===== src/rtl/key_expand_engine.sv =====
module key_expand_engine #(
  parameter int W          = 32,
  parameter int TBL_WORDS  = 44,
  parameter int KEY_WMAX   = 8,
  parameter int PASSES     = 3,
  parameter logic [31:0] SEED = 32'hB7E15163,
  parameter logic [31:0] STEP = 32'h9E3779B9
) (
  input  logic                    clk,
  input  logic                    rst_n,
  input  logic                    start,
  input  logic [1:0]              klen,
  input  logic [KEY_WMAX*W-1:0]   key,
  output logic                    busy,
  output logic                    done,
  input  logic [$clog2(TBL_WORDS)-1:0] rd_idx,
  output logic [W-1:0]            rd_data
);
  localparam int ITERS = PASSES * TBL_WORDS;
  localparam int IW    = $clog2(TBL_WORDS);
  localparam int JW    = $clog2(KEY_WMAX);
  localparam int CW    = $clog2(ITERS + 1);
  localparam int LGW   = $clog2(W);

  typedef enum logic [1:0] {IDLE, FILL, MIX} phase_t;

  phase_t         st;
  logic [CW-1:0]  cnt;
  logic [IW-1:0]  ti;
  logic [JW-1:0]  kj;
  logic [JW:0]    nkw;
  logic [W-1:0]   acc_a, acc_b, fill_v;
  logic [W-1:0]   tbl [TBL_WORDS];
  logic [W-1:0]   lw  [KEY_WMAX];
  logic [W-1:0]   a_nx, ab_sum, b_nx;

  function automatic logic [W-1:0] rotl(input logic [W-1:0] x, input logic [LGW-1:0] r);
    logic [2*W-1:0] d;
    d = {x, x} << r;
    return d[2*W-1:W];
  endfunction

  assign a_nx   = rotl(tbl[ti] + acc_a + acc_b, LGW'(3));
  assign ab_sum = a_nx + acc_b;
  assign b_nx   = rotl(lw[kj] + ab_sum, ab_sum[LGW-1:0]);
  assign busy   = (st != IDLE);
  assign rd_data = (int'(rd_idx) < TBL_WORDS) ? tbl[rd_idx] : '0;

  always_ff @(posedge clk or negedge rst_n) begin
    if (!rst_n) begin
      st <= IDLE; done <= 1'b0; cnt <= '0; ti <= '0; kj <= '0;
      acc_a <= '0; acc_b <= '0; fill_v <= '0; nkw <= '0;
    end else begin
      done <= 1'b0;
      case (st)
        IDLE: if (start) begin
          nkw    <= (klen == 2'd0) ? (JW+1)'(4) : (klen == 2'd1) ? (JW+1)'(6) : (JW+1)'(8);
          fill_v <= SEED;
          cnt    <= '0;
          st     <= FILL;
        end
        FILL: begin
          fill_v <= fill_v + STEP;
          if (int'(cnt) == TBL_WORDS - 1) begin
            st <= MIX; cnt <= '0; ti <= '0; kj <= '0;
            acc_a <= '0; acc_b <= '0;
          end else cnt <= cnt + 1'b1;
        end
        MIX: begin
          acc_a <= a_nx;
          acc_b <= b_nx;
          ti <= (int'(ti) == TBL_WORDS - 1) ? '0 : ti + 1'b1;
          kj <= ({1'b0, kj} == nkw - 1'b1) ? '0 : kj + 1'b1;
          if (int'(cnt) == ITERS - 1) begin
            st <= IDLE; done <= 1'b1;
          end else cnt <= cnt + 1'b1;
        end
        default: st <= IDLE;
      endcase
    end
  end

  always_ff @(posedge clk) begin
    if (st == IDLE && start) begin
      for (int k = 0; k < KEY_WMAX; k++) lw[k] <= key[k*W +: W];
    end else if (st == FILL) begin
      tbl[cnt[IW-1:0]] <= fill_v;
    end else if (st == MIX) begin
      tbl[ti] <= a_nx;
      lw[kj]  <= b_nx;
    end
  end


  done_pulse_chk: assert property (@(posedge clk) disable iff (!rst_n) done |=> !done);

  done_end_chk: assert property (@(posedge clk) disable iff (!rst_n) done |-> !busy && $past(busy));

  launch_chk: assert property (@(posedge clk) disable iff (!rst_n) $rose(busy) |-> $past(start) && !$past(busy));

  idx_range_chk: assert property (@(posedge clk) disable iff (!rst_n)
    (st == MIX) |-> (int'(ti) < TBL_WORDS) && ({1'b0, kj} < nkw));

  idle_quiet_chk: assert property (@(posedge clk) disable iff (!rst_n) !busy && !$past(busy) |-> !done);
endmodule


===== config.mk =====
export PLATFORM = sky130hd
export DESIGN_NAME = key_expand_engine
export DESIGN_NICKNAME = d
export VERILOG_FILES = /design/src/rtl/key_expand_engine.sv
export SDC_FILE = /design/constraint.sdc
export NUM_CORES = 2
export LEC_CHECK = 0
export BUFFER_PORTS_ARGS = -buffer_cell sky130_fd_sc_hd__buf_4
export CAP_MARGIN = 40
export CELL_PAD_IN_SITES_DETAIL_PLACEMENT = 1
export CELL_PAD_IN_SITES_GLOBAL_PLACEMENT = 2
export CORE_ASPECT_RATIO = 1.4
export CORE_UTILIZATION = 30
export DETAILED_ROUTE_END_ITERATION = 8
export PLACE_DENSITY = 0.55
export SYNTH_ARGS = -nofsm -noshare
export SYNTH_HDL_FRONTEND = slang
export SYNTH_SLANG_ARGS = --single-unit

===== constraint.sdc =====
create_clock -name clk -period 14.6 [get_ports clk]
set_clock_uncertainty 0.1 [all_clocks]
set_input_delay 0 -clock clk [delete_from_list [all_inputs] [get_ports clk]]
set_output_delay 0 -clock clk [all_outputs]
set_load 0.05 [all_outputs]

# Yosys cells after proc, flatten, opt, wreduce, memory -nomap -nowiden
# Memories as Yosys holds them, arrays and structs flattened.
# Cells that the tools add are included.
# classes
n_eq_ne,11
add_sub_neg,9
n_lt_le_gt_ge,1
n_shift,1
n_reduce_logical,14
mux,39
# ops
op,n
32-bit one-hot mux with 2 select lines,3
32-bit 2-to-1 mux,5
32-bit adder,4
32-bit OR reduction,2
64-bit by 5-bit << shifter with 64-bit output,1
"32-bit adder, second input constant",1
8-bit 2-to-1 mux,3
8-bit one-hot mux with 3 select lines,1
6-bit 2-to-1 mux,3
1-bit 2-to-1 mux,13
6-bit one-hot mux with 2 select lines,1
3-bit 2-to-1 mux,3
"8-bit by 1-bit adder with 8-bit output, second input constant",1
"8-bit by 7-bit == test with 1-bit output, second input constant",1
"8-bit == test, second input constant",1
4-bit 2-to-1 mux,2
"2-bit != test, second input constant",4
"6-bit by 1-bit adder with 6-bit output, second input constant",1
"6-bit == test, second input constant",1
"6-bit less-than comparator, second input constant",1
2-bit 2-to-1 mux,3
2-bit one-hot mux with 3 select lines,1
3-bit one-hot mux with 2 select lines,1
2-bit AND reduction,3
other kinds (10),15
# totals
reg_bits,120
ram_bits,1664
output_inout_bits,34
mem_count,2
input_bits,267
word_cells,86
# mem_list
memory,depth,width,rd,rd_ports_with_merged_regs,write_ports,line,text
tbl,44,32,2,0,1,33,logic [W-1:0] tbl [TBL_WORDS];
lw,8,32,1,0,8,34,logic [W-1:0] lw [KEY_WMAX];

# Logic depth before layout (Yosys ltp)
# depth
word_depth,7
mapped_depth,51
depth_no_buf,44

# Worst setup path after synthesis
# No wires, ideal clock.
# synth_path
path_kind,flip-flop to flip-flop
from,reg ti[0]
to,"mem lw[1][24], data pin"
n_path_buf,10
required_time_ns,14.240
path_slack_ns,2.777
setup_time_ns,0.260
path_stages_with_launch,44
period_less_slack_ns,11.823
arrival_ns,11.463
cell_sequence,dfrtp_1 > clkbuf_1 > buf_2 > clkbuf_1 > buf_2 > clkbuf_1 > buf_1 > mux4_2 > nand2_1 > o21ai_0 > nand2_1 > o21ai_0 > fa_1 > ha_1 > a21oi_1 > o21ai_0 > a211oi_1 > o21bai_1 > [8 not listed] > xnor2_1 > inv_1 > clkbuf_1 > clkbuf_1 > clkbuf_1 > clkbuf_1 > ha_1 > a211oi_1 > o211ai_1 > a221oi_2 > and3_1 > o31ai_1 > a211oi_1 > nor3_1 > o311ai_0 > o2111ai_2 > mux4_2 > mux2_2
# synth_rtl
item,line,text
"start, declared",29,logic [IW-1:0] ti;
"start signal, assigned",72,ti <= (int'(ti) == TBL_WORDS - 1) ? '0 : ti + 1'b1;
"end, declared",34,

==> out/qor.yml <==
drive_gt1_share_pct: 28.65
clkTransAtPathRegs_ns: 0.06
cp-end-kind: "flop"
synthCells: 5732
fp.dieArea_um2: 307400
clockRootBuffer: "clkbuf_16"
viasPerCell: 5.668
route.detailed.drc: 0
critical_path_class: "flop to flop"
p_leak_nw: 37.59
cpPeakStageDelay_ns: 0.98
slew_viol_final: 0
coreArea_um2: 303200
max_freq_mhz: 72.75
rr_worst_depth: 43
ys_seq_area_share_pct: 57.84
first_global_vias: 66180
cp_common_cell: "a21oi_1"
setup_viol: 0
power_density_nw_per_um2: 98.12
async_flop_share_pct: 6.674
required_ns: 15.09
grt_max_degree: 100
crit_arrival_ns: 14.23
synth_cell_type_count: 85
slowest_stage: "dfrtp_4"
die_y_um: 655.6
clk_latency_ns: 0.90
finalCriticalPeriod_ns: 13.75
r2r_setup_slack_ns: 0.85
status: "completed"
dr.pass1.iters: 7
finalHoldViolCount: 0
overflow: 0
cts_tree: "yes"
rr_endpoint: "lw[7][12]$_DFFE_PP_"
cts.sinks: 1783
initial_core_util_pct: 30.19
wl_per_cell_um: 35.16
die_width_um: 468.9
clockBufferDepth: 4
min_path_type: "primary input to flop"
cts-buffers-inserted: 193
dpl_cell_area_um2: 100700
dp_hpwl_um: 244300
crit_path_start_kind: "flop"
endpoint: "lw[7][12]$_DFFE_PP_"
fin_crit_sh_pct: 94.15
ys_ff_latch: 1783
synth_edf_count: 1664
synth-main-ff-cell: "edfxtp_1"
ant_nets: 0
cp_max_fo: 43
final_nets: 6995
avgSynthCellArea_um2: 15.97
worst_pin_slew_ns: 0.9999
slew_headroom_pct: 33.05
setup-tns-final_ns: 0
ios: 301
ir_drop_mv: 0.08021
cts-htree-levels: 4
gp_congestion: 0.9037
grt_usage_pct: 24.38
area_growth_pct: 22.15
grt_pass1_wl_um: 526500
drtIter0Drc: 5278
r2r_start: "ti[1]$_DFFE_PN0P_"
rows: 239
final_area_um2: 111800
synth_area_um2: 91540
io_buffers: 300
antenna_found_initial: 34
num_vias: 60800
cp-startpoint: "ti[1]$_DFFE_PN0P_"
wl_um: 377200
power_mw: 10.97
rsz0062_at_grt: "no"
syn_nets: 6133
maxCapViolCount: 0
ys_warn_count: 0
-- sequential cells by signal, indices dropped and copies added, names as in the netlist --
name and cells:
tbl 1408, nkw 3, acc_b 32, ti 6
fill_v 32, st 2, acc_a 32, done 1
cnt 8, kj 3, lw 256
-- cells in the mapped netlist, types with 79 or more instances --
| cell | n | area, um^2 |
|---|---|---|
| a21oi_1 | 213 | 1066 |
| mux2_2 | 79 | 889.6 |
| mux2i_1 | 157 | 1572 |
| clkbuf_1 | 283 | 1062 |
| nor2_1 | 363 | 1363 |
| mux4_2 | 910 | 20490 |
| edfxtp_1 | 1664 | 49970 |
| buf_1 | 106 | 397.9 |
| o21ai_0 | 317 | 1587 |
| nand2_1 | 450 | 1689 |
| dfrtp_1 | 119 | 2978 |
| ha_1 | 100 | 1251 |
-- metrics by stage --
| stage | hold slack, ns | setup slack (ns) | std cells | utilization [%] |
|---|---|---|---|---|
| floorplan | -0.3956 | 2.777 | 5732 | - |
| global placement | 0.02767 | 0.4246 | 9804 | 32.81 |
| detailed placement | -0.05077 | 0.6902 | 9876 | 33.22 |
| CTS | 0.0008211 | 0.5479 | 10700 | 36.84 |
| global route | 0.03297 | 0.1264 | 10720 | 36.87 |
| finish | 0.02263 | 0.8542 | 10730 | 36.88 |
-- cell type report --
| cell class | instances | area (um^2) |
|---|---|---|
| Fill cell | 30600 | 191400 |
| Sequential cell | 1783 | 52980 |
| Multi-Input combinational cell | 3497 | 37420 |
| Timing Repair Buffer | 1064 | 10190 |
| Clock buffer | 237 | 5119 |
| Tap cell | 3976 | 4975 |
| Clock inverter | 93 | 875.8 |
| Inverter | 55 | 206.4 |
| Antenna cell | 21 | 52.55 |
-- worst min path at each step --
| stage | start | end | slack [ns] | depth (start not counted) |
|---|---|---|---|---|
| floorplan | rst_n | acc_a[0]$_DFFE_PN0P_ | -0.40 | 0 |
| global placement | rst_n | acc_b[19]$_DFFE_PN0P_ | 0.03 | 1 |
| detailed placement | rst_n | acc_b[19]$_DFFE_PN0P_ | -0.05 | 2 |
| CTS | key[206] | lw[6][14]$_DFFE_PP_ | 0.0008 | 4 |
| global route | key[73] | lw[2][9]$_DFFE_PP_ | 0.03 | 4 |
| finish | key[221] | lw[6][29]$_DFFE_PP_ | 0.02 | 4 |
-- metal layers --
layer | GRT usage (%) | vias to the layer above | share of wire (%)
li1 | - | 25260 | -
met1 | 29.31 | 33170 | 39
met2 | 43.40 | 1724 | 52
met3 | 3.150 | 613 | 4.4
met4 | 10.32 | 26 | 4.8
met5 | 0 | - | 0.038
-- critical path: cells and delay by family (launching register included) --
kind                       cells  cell delay (ns)
and+or+nand+nor               10             2.39
buffers and inverters          2             0.64
DFF                            1             0.98
muxes                          3             1.01
xor gates and xnor gates       1             0.12
adders and majority gates      5             1.76
AOI/OAI and AO/OA             22             6.24
-- timing repair --
| action | CTS | global route |
|---|---|---|
| endpoints found under the setup margin | 0 | 21 |
| hold buffers | 496 | 0 |
| endpoints found under the hold margin | 398 | 0 |
| resized for setup | 0 | 1 |
| buffers inserted | 0 | 1 |
-- where the power goes --
group | internal [mW] | switching (mW)
clock | 2.74 | 2.14
sequential | 5.51 | 0
combinational | 0.296 | 0.282
-- cells by family after synthesis --
group                    after synthesis  synth area share [%]
XOR/XNOR                              96                0.9335
AND/OR/NAND/NOR                     1109                 5.228
multiplexers                        1147                 25.09
flip-flops                          1783                 57.84
buffers and inverters                452                 1.874
adder cells (fa/ha/maj)              134                 2.110
AO/OA/AOI/OAI                       1011                 6.927
-- cell usage in the layout (no fill, tap or decap), drive strengths merged, types with 21 or more instances in the layout --
cell,count
edfxtp,1664
mux4,910
buf,567
dlygate4sd3,496
nand2,450
nor2,363
o21ai,335
clkbuf,238
a21oi,213
mux2i,157
dfrtp,119
ha,100
mux2,80
clkinv,72
nand3,67
o31ai,66
nor3,60
xnor2,58
inv,57
a31oi,48
a21o,46
o22ai,39
xor2,37
a22oi,37
a22o,34
fa,34
a211oi,32
o211ai,32
and3,28
o21bai,23
nand4,23
nand2b,22
diode,21
(Power assumes the default switching activity.)
